### config.mk
export PLATFORM = sky130hd
export DESIGN_NAME = phase_unwrap_reducer
export DESIGN_NICKNAME = d
export VERILOG_FILES = /design/src/rtl/phase_unwrap_reducer.sv
export SDC_FILE = /design/constraint.sdc
export NUM_CORES = 1
export LEC_CHECK = 0
export BUFFER_PORTS_ARGS = -buffer_cell sky130_fd_sc_hd__clkbuf_2
export CAP_MARGIN = 20
export CORE_AREA = 2 2 210 212
export CTS_BUF_LIST = sky130_fd_sc_hd__clkbuf_8
export CTS_CLUSTER_DIAMETER = 30
export CTS_CLUSTER_SIZE = 40
export DETAILED_ROUTE_END_ITERATION = 10
export DIE_AREA = 0 0 212 214
export PLACE_DENSITY = 0.88
export SLEW_MARGIN = 10
export SYNTH_ARGS = -nofsm -noshare
export SYNTH_HDL_FRONTEND = slang
export SYNTH_SLANG_ARGS = --single-unit
### constraint.sdc
create_clock -name clk -period 22.7 [get_ports clk]
set_input_delay 4.54 -clock clk [delete_from_list [all_inputs] [get_ports clk]]
set_output_delay 4.54 -clock clk [all_outputs]
set_load 0.01 [all_outputs]
### src/rtl/phase_unwrap_reducer.sv
module phase_unwrap_reducer #(
  parameter int IN_W   = 32,
  parameter int ACC_W  = 48,
  parameter int FACT_W = 7
) (
  input  logic                    clk,
  input  logic                    rst_n,
  input  logic                    in_valid,
  input  logic signed [IN_W-1:0]  in_phase,
  input  logic        [IN_W-1:0]  wrap_period,
  input  logic                    mode_avg,
  input  logic      [FACT_W-1:0]  factor,
  output logic                    out_valid,
  output logic signed [ACC_W-1:0] out_phase
);
  localparam int SUM_W = ACC_W + FACT_W;
  localparam int CNT_W = $clog2(SUM_W + 1);
  localparam logic [CNT_W-1:0] DSTEPS = CNT_W'(SUM_W);

  logic signed [IN_W-1:0]  prev_q;
  logic                    have_prev;
  logic signed [ACC_W-1:0] offset_q, offset_nxt, per_ext, raw_ext, u_val;
  logic                    u_valid;
  logic signed [IN_W:0]    diff, half;

  assign diff    = $signed({in_phase[IN_W-1], in_phase}) - $signed({prev_q[IN_W-1], prev_q});
  assign half    = $signed({2'b00, wrap_period[IN_W-1:1]});
  assign per_ext = $signed({{(ACC_W-IN_W){1'b0}}, wrap_period});
  assign raw_ext = $signed({{(ACC_W-IN_W){in_phase[IN_W-1]}}, in_phase});

  always_comb begin
    offset_nxt = offset_q;
    if (have_prev) begin
      if (diff > half)       offset_nxt = offset_q - per_ext;
      else if (diff < -half) offset_nxt = offset_q + per_ext;
    end
  end

  always_ff @(posedge clk) begin
    if (!rst_n) begin
      prev_q    <= '0;
      have_prev <= 1'b0;
      offset_q  <= '0;
      u_val     <= '0;
      u_valid   <= 1'b0;
    end else begin
      u_valid <= in_valid;
      if (in_valid) begin
        prev_q    <= in_phase;
        have_prev <= 1'b1;
        offset_q  <= offset_nxt;
        u_val     <= raw_ext + offset_nxt;
      end
    end
  end

  logic [FACT_W-1:0]       eff, cnt;
  logic [FACT_W:0]         cfg_q;
  logic                    chg, last;
  logic signed [SUM_W-1:0] sum, sum_nxt, sum_abs;

  assign eff     = (factor == '0) ? FACT_W'(1) : factor;
  assign chg     = {mode_avg, factor} != cfg_q;
  assign last    = cnt == eff - 1'b1;
  assign sum_nxt = sum + $signed({{(SUM_W-ACC_W){u_val[ACC_W-1]}}, u_val});
  assign sum_abs = sum_nxt[SUM_W-1] ? -sum_nxt : sum_nxt;

  logic                    busy, dneg, ge;
  logic [CNT_W-1:0]        dcnt;
  logic [SUM_W-1:0]        dq, dq_nx;
  logic [FACT_W-1:0]       rem, r_nx, dvs;
  logic [FACT_W:0]         r_sh;
  logic [ACC_W-1:0]        q_lo;

  assign r_sh  = {rem, dq[SUM_W-1]};
  assign ge    = r_sh >= {1'b0, dvs};
  assign r_nx  = ge ? FACT_W'(r_sh - {1'b0, dvs}) : r_sh[FACT_W-1:0];
  assign dq_nx = {dq[SUM_W-2:0], ge};
  assign q_lo  = dq_nx[ACC_W-1:0];

  always_ff @(posedge clk) begin
    if (!rst_n) begin
      cfg_q     <= '0;
      cnt       <= '0;
      sum       <= '0;
      busy      <= 1'b0;
      dneg      <= 1'b0;
      dcnt      <= '0;
      dq        <= '0;
      rem       <= '0;
      dvs       <= '0;
      out_valid <= 1'b0;
      out_phase <= '0;
    end else begin
      out_valid <= 1'b0;
      if (chg) begin
        cfg_q <= {mode_avg, factor};
        cnt   <= '0;
        sum   <= '0;
        busy  <= 1'b0;
      end else begin
        if (busy) begin
          dq   <= dq_nx;
          rem  <= r_nx;
          dcnt <= dcnt - 1'b1;
          if (dcnt == CNT_W'(1)) begin
            busy      <= 1'b0;
            out_valid <= 1'b1;
            out_phase <= dneg ? -$signed(q_lo) : $signed(q_lo);
          end
        end
        if (u_valid) begin
          if (!mode_avg && cnt == '0) begin
            out_valid <= 1'b1;
            out_phase <= u_val;
          end
          if (last) begin
            cnt <= '0;
            sum <= '0;
            if (mode_avg) begin
              busy <= 1'b1;
              dcnt <= DSTEPS;
              dq   <= sum_abs;
              rem  <= '0;
              dneg <= sum_nxt[SUM_W-1];
              dvs  <= eff;
            end
          end else begin
            cnt <= cnt + 1'b1;
            sum <= mode_avg ? sum_nxt : '0;
          end
        end
      end
    end
  end


  offset_step_chk: assert property (@(posedge clk) disable iff (!rst_n)
    in_valid |=> (offset_q == $past(offset_q) ||
                  ($past(have_prev) && (offset_q == $past(offset_q) + $past(per_ext) ||
                                        offset_q == $past(offset_q) - $past(per_ext)))));


  div_done_chk: assert property (@(posedge clk) disable iff (!rst_n)
    ($fell(busy) && !$past(chg)) |-> out_valid);


  dec_src_chk: assert property (@(posedge clk) disable iff (!rst_n)
    (out_valid && !$past(mode_avg) && !$past(busy)) |-> $past(u_valid));


  flush_chk: assert property (@(posedge clk) disable iff (!rst_n)
    chg |=> (cnt == '0 && !busy && !out_valid));
endmodule

==> flow_summary.json, run 1 <==
{
  "synthCells": 3940,
  "post-dp-hpwl_um": 73300,
  "synth_cell_types": 94,
  "r2r_setup_slack_ns": 11.45,
  "maxSlewViolCount": 0,
  "cp.required_ns": 23.31,
  "tightest_slew_ns": 1.07,
  "antenna_found_initial": 2,
  "wire_per_inst_um": 21.4,
  "cts_resized": 0,
  "cts_buffer_depth": 3,
  "p_leak_nw": 13.7,
  "async_reset_ff_frac": 0,
  "ctsHtreeMaxLevel": 3,
  "ioPinCount": 124,
  "seq_area_frac_synth": 0.219,
  "cp_common_cell": "a21o_1",
  "ctsRootBufferMaster": "clkbuf_8",
  "crit_start": "in_phase[1]",
  "cts_buffers": 87,
  "r2r_cells": 39,
  "power_density_mw_per_mm2": 74.3,
  "cts.clk_slew.worst_paths_ns": 0.06,
  "cts_setup_buffers": 0,
  "start_util": 0.696,
  "mostFrequentLayoutCell": "nor2_1",
  "grt_overflow": 0,
  "cp_slowest_stage_delay_ns": 0.76,
  "relSlewSlack": 0.288,
  "dpl_cell_area_mm2": 0.0307,
  "synth_ff_type": "dfxtp_1",
  "die_y_um": 214,
  "fin_util": 0.763,
  "synthDominantCellAreaShare": 0.219,
  "cap_violations": 0,
  "timing.critical_path.to": "u_val[42]",
  "drt-vias-per-instance": 6.83,
  "startpoint_type": "input port",
  "area.growth.synth_to_final_pct": 9.61,
  "groute.usage.overall": 0.426,
  "cp_slowest_cell": "nor4_1",
  "cts_tree": "done",
  "ir_drop_mv": 0.0667,
  "num-fill-cells": 3315,
  "syn_nets": 4292,
  "final_cell_mix": "nor2_1 (420), a21oi_1 (397), dfxtp_1 (326)",
  "grt_pass1_wl_um": 156000,
  "cts.sinks": 326,
  "grt_max_degree": 89,
  "critical_path_class": "in2reg",
  "antenna_cells": 0,
  "place_congestion": 1.04,
  "min_path_type": "reg2reg",
  "timing.fmax_mhz": 67.3,
  "clock_skew_ns": 0.0445,
  "worst-endpoint-arrival_ns": 15.46,
  "syn_avg_cell_area_um2": 7.57,
  "core_mm2": 0.0429,
  "fin_crit_sh": 0.655,
  "period_needed_ns": 14.86,
  "drt-total-wl_um": 99000,
  "ant_nets": 0,
  "die_w_um": 212,
  "r2r-start": "prev_q[2]",
  "synth_largest_area_cell": "dfxtp_1",
  "dieArea_mm2": 0.0454,
  "vias": 31684,
  "rows": 76,
  "drive_gt1_frac": 0.103,
  "ys_ff_latch": 326,
  "synth_area_mm2": 0.0298,
  "endpoint_kind": "flip-flop",
  "worst_r2r_endpoint": "u_val[42]",
  "setup_violations": 0,
  "dr.pass1.iters": 10,
  "hold_buffers": 0,
  "worstSkewPairLatency_ns": 0.72,
  "io_buffers": 123,
  "tns_ns": 0,
  "crit_fanout": 66,
  "fin_area_mm2": 0.0327,
  "drt_iter0_drc": 3577,
  "synth_edf_count": 0,
  "ys_warn_count": 0,
  "layout.nets": 4332,
  "grt_pass1_vias": 29295,
  "rsz0062_at_grt": "no",
  "hold_viol": 0,
  "synth.area.top_cells": "dfxtp_1 (22%), ha_1 (11%), a21oi_1 (6.7%)",
  "status": "completed",
  "drc": 0
}
[cells by family (layout without fill, tap and decap cells)]
| family | Yosys count | after routing | synth area share |
|---|---|---|---|
| DFF | 326 | 326 | 0.219 |
| buffers and inverters | 398 | 509 | 0.0508 |
| muxes | 91 | 91 | 0.0314 |
| and+or+nand+nor | 1208 | 1208 | 0.196 |
| adders and majority gates | 278 | 278 | 0.118 |
| xor gates and xnor gates | 272 | 272 | 0.0805 |
| AOI/OAI and AO/OA | 1367 | 1367 | 0.305 |
[worst min path at each step]
stage	startpoint	cells past startpoint	end	slack, ns
final	out_phase[32]	2	out_phase[32]	0.46
after global routing	rem[6]	2	rem[6]	0.50
after CTS	rem[6]	2	rem[6]	0.46
after detailed placement	rem[6]	2	rem[6]	0.45
after global placement	out_phase[32]	2	out_phase[32]	0.44
after floorplan	rem[6]	2	rem[6]	0.43
[worst max-delay path, delay by kind of cell]
family                   cells  cell delay [ns]
AO/OA/AOI/OAI               26             6.84
AND/OR/NAND/NOR              6             2.11
adder cells (fa/ha/maj)      3             0.79
buffers and inverters        2             0.73
multiplexers                 1             0.27
XOR/XNOR                     1             0.11
[state kept, by name, indices dropped and copies added, names as in the netlist, 6 cells and up]
name,count
cfg_q,8
cnt,7
dcnt,6
dq,55
dvs,7
offset_q,48
out_phase,48
prev_q,32
rem,7
sum,55
u_val,48
[power breakdown]
group	switching, W	internal, W	total (W)
clock network	0.000348	0.000519	0.000867
logic	0.000562	0.000351	0.000913
registers	0.0000460	0.000604	0.000650
[per-layer routing]
layer,wire length [µm],vias to the layer above,GRT usage,share of wire
met4,6300,2,0.245,0.064
met3,11400,419,0.101,0.11
li1,-,14717,-,-
met5,12,-,0,0.00012
met2,41600,1882,0.637,0.42
met1,39700,14664,0.558,0.40
[area by class of cell]
cell class	count	area, µm²	share of cell area
clock buffer	97	1340	0.0408
clock inverter	63	659	0.0202
inverter	189	712	0.0218
multi-input combinational	3216	21800	0.668
sequential	326	6530	0.200
tap	585	732	0.0224
timing repair buffer	160	901	0.0275
[synth_stat cells, drive strengths merged (16+ instances only)]
cell type	count
o21a	35
mux2i	71
o21bai	37
nand2b	34
o31ai	44
nand2	238
and2	34
clkbuf	181
ha	271
or2	23
a21o	126
xnor2	191
nor4	35
dfxtp	326
inv	188
a21oi	398
nor2b	32
a211oi	64
and3	38
o221ai	51
or4	20
nor2	424
xor2	81
mux2	20
o21ai	225
nand4	49
nand3	88
a31oi	46
o22ai	34
or3	46
a2111oi	16
a22oi	72
o211ai	30
buf	28
nor3	102
[through the flow]
stage          setup slack, ns  instances  hold WS (ns)  total power (W)
2_1_floorplan             9.69       3940         0.432          0.00132
3_3_place_gp              7.92       4474         0.440          0.00152
3_5_place_dp              7.60       4474         0.447          0.00154
4_1_cts                   8.28       4634         0.456          0.00240
5_1_grt                   7.50       4636         0.495          0.00255
6_report                  7.84       4636         0.457          0.00243
(Power assumes the default switching activity.)
==> run 2, diff against run 1 <==
--- a/config.mk
+++ b/config.mk
@@ -7,13 +7,13 @@
 export LEC_CHECK = 0
 export BUFFER_PORTS_ARGS = -buffer_cell sky130_fd_sc_hd__clkbuf_2
 export CAP_MARGIN = 20
-export CORE_AREA = 2 2 210 212
+export CORE_AREA = 2 2 228 230
 export CTS_BUF_LIST = sky130_fd_sc_hd__clkbuf_8
 export CTS_CLUSTER_DIAMETER = 30
 export CTS_CLUSTER_SIZE = 40
 export DETAILED_ROUTE_END_ITERATION = 10
-export DIE_AREA = 0 0 212 214
-export PLACE_DENSITY = 0.88
+export DIE_AREA = 0 0 230 232
+export PLACE_DENSITY = 0.79
 export SLEW_MARGIN = 10
 export SYNTH_ARGS = -nofsm -noshare
 export SYNTH_HDL_FRONTEND = slang
==> constraint.sdc (replaced) <==
create_clock -name clk -period 11.9 [get_ports clk]
set_input_delay 2.38 -clock clk [delete_from_list [all_inputs] [get_ports clk]]
set_output_delay 2.38 -clock clk [all_outputs]
set_load 0.01 [all_outputs]
==> flow_summary.json, run 2 (synthesized netlist as in run 1, its figures left out) <==
{
  "fin_util": 0.647,
  "cts_buffer_depth": 3,
  "groute.usage.overall": 0.354,
  "hold_viol": 0,
  "grt_max_degree": 78,
  "area.growth.synth_to_final_pct": 10.3,
  "cp_slowest_stage_delay_ns": 0.51,
  "drc": 0,
  "final_cell_mix": "nor2_1 (420), a21oi_1 (397), dfxtp_1 (326)",
  "grt_pass1_wl_um": 153000,
  "num-fill-cells": 4554,
  "crit_fanout": 34,
  "worst_r2r_endpoint": "u_val[46]",
  "cts.clk_slew.worst_paths_ns": 0.06,
  "cap_violations": 0,
  "hold_buffers": 0,
  "ctsRootBufferMaster": "clkbuf_8",
  "clock_power_share": 0.362,
  "fin_area_mm2": 0.0329,
  "cp_slowest_cell": "or4_1",
  "seqPwrFrac": 0.266,
  "tns_ns": 0,
  "mostFrequentLayoutCell": "nor2_1",
  "setup_slack_ns": 0.760,
  "start_util": 0.586,
  "critical_path_class": "in2reg",
  "period_needed_ns": 11.14,
  "r2r-start": "prev_q[1]",
  "min_path_type": "reg2reg",
  "worst-endpoint-arrival_ns": 11.74,
  "ioPinCount": 124,
  "dieArea_mm2": 0.0534,
  "cts_setup_buffers": 0,
  "wire_per_inst_um": 20.5,
  "drt-vias-per-instance": 6.52,
  "place_congestion": 1.01,
  "antenna_cells": 0,
  "cp.required_ns": 12.50,
  "startpoint_type": "input port",
  "antenna_found_initial": 1,
  "post-dp-hpwl_um": 72700,
  "swShare": 0.387,
  "top_regs": "dq (55), sum (55)",
  "setup_violations": 0,
  "worstSkewPairLatency_ns": 0.71,
  "p_int_w": 0.00285,
  "hp-start": "out_phase[5]",
  "cts.sinks": 326,
  "r2r_setup_slack_ns": 2.23,
  "grt_overflow": 0,
  "vias": 30842,
  "drt_iter0_drc": 3305,
  "power_density_mw_per_mm2": 141,
  "dpl_cell_area_mm2": 0.0309,
  "switchingPower_w": 0.00180,
  "die_w_um": 230,
  "whs_path_depth": 2,
  "ctsHtreeMaxLevel": 3,
  "pre_cts_ws_ns": 0.0485,
  "core_mm2": 0.0509,
  "rsz0062_at_grt": "no",
  "io_buffers": 123,
  "drt-total-wl_um": 97100,
  "min_to": "out_phase[5]",
  "post-place-cells": 4577,
  "drive_gt1_frac": 0.104,
  "stdcell_count": 4731,
  "dr.pass1.iters": 6,
  "ir_drop_mv": 0.105,
  "fin_crit_sh": 0.936,
  "p_leak_nw": 13.8,
  "maxSlewViolCount": 0,
  "r2r_cells": 44,
  "cts_buffers": 85,
  "grt_pass1_vias": 28141,
  "layout.nets": 4336,
  "power_frac_comb": 0.372,
  "clock_skew_ns": 0.0352,
  "status": "completed",
  "tightest_slew_ns": 1.19,
  "endpoint_kind": "flip-flop",
  "cts_resized": 0,
  "rows": 83,
  "die_y_um": 232,
  "ant_nets": 0,
  "timing.fmax_mhz": 89.8,
  "relSlewSlack": 0.198,
  "cts_tree": "done"
}
## run 2: changes by cell type in the layout (fill, tap and decap cells not counted), moves of 2 or more
cell,delta
buf_4,+7
inv_12,+2
inv_1,-4
clkbuf_8,+5
clkinvlp_4,-2
clkinv_4,-6
## run 2: metrics by stage
| stage | hold WS (ns) | power, W |
|---|---|---|
| finish | 0.453 | 0.00465 |
| global placement | 0.445 | 0.00291 |
| CTS | 0.460 | 0.00461 |
| detailed placement | 0.445 | 0.00293 |
| floorplan | 0.432 | 0.00251 |
| global route | 0.480 | 0.00490 |
## run 2: power by group through the flow
| stage | Clock (W) | Combinational (W) | Sequential [W] |
|---|---|---|---|
| after floorplan | 0 | 0.00130 | 0.00121 |
| after detailed placement | 0 | 0.00168 | 0.00125 |
| after CTS | 0.00169 | 0.00169 | 0.00123 |
| after global routing | 0.00175 | 0.00190 | 0.00124 |
| after global placement | 0 | 0.00166 | 0.00125 |
| final | 0.00168 | 0.00173 | 0.00124 |
## run 2: worst max-delay path: cells and delay by family
kind	cells	cell delay (ns)
adder cells (fa/ha/maj)	4	0.92
buffers and inverters	5	0.90
AND/OR/NAND/NOR	8	1.53
XOR/XNOR	1	0.12
AO/OA/AOI/OAI	26	5.88
## run 2: cell type report
cell class | count | area (µm²) | area share
Tap cell | 680 | 851 | 0.0259
Clock buffer | 102 | 1400 | 0.0427
Inverter | 189 | 712 | 0.0216
Timing Repair Buffer | 166 | 956 | 0.0291
Multi-Input combinational cell | 3216 | 21800 | 0.664
Sequential cell | 326 | 6530 | 0.198
Clock inverter | 52 | 609 | 0.0185
## run 2: how the worst max path moves through the flow
stage	from	end	depth (start not counted)	slack (ns)
finish	in_phase[1]	u_val[46]	44	0.76
global placement	in_phase[1]	u_val[42]	42	0.28
detailed placement	in_phase[1]	u_val[40]	42	0.05
floorplan	in_phase[12]	u_val[46]	44	1.05
global route	in_phase[1]	u_val[46]	44	0.16
CTS	in_phase[1]	u_val[40]	42	0.78
## run 2: routing by layer
| metal | up-vias | share of wire | GRT usage |
|---|---|---|---|
| li1 | 14736 | - | - |
| met1 | 14381 | 0.43 | 0.482 |
| met2 | 1449 | 0.43 | 0.548 |
| met3 | 276 | 0.093 | 0.0626 |
| met4 | 0 | 0.045 | 0.152 |
| met5 | - | 0 | 0 |
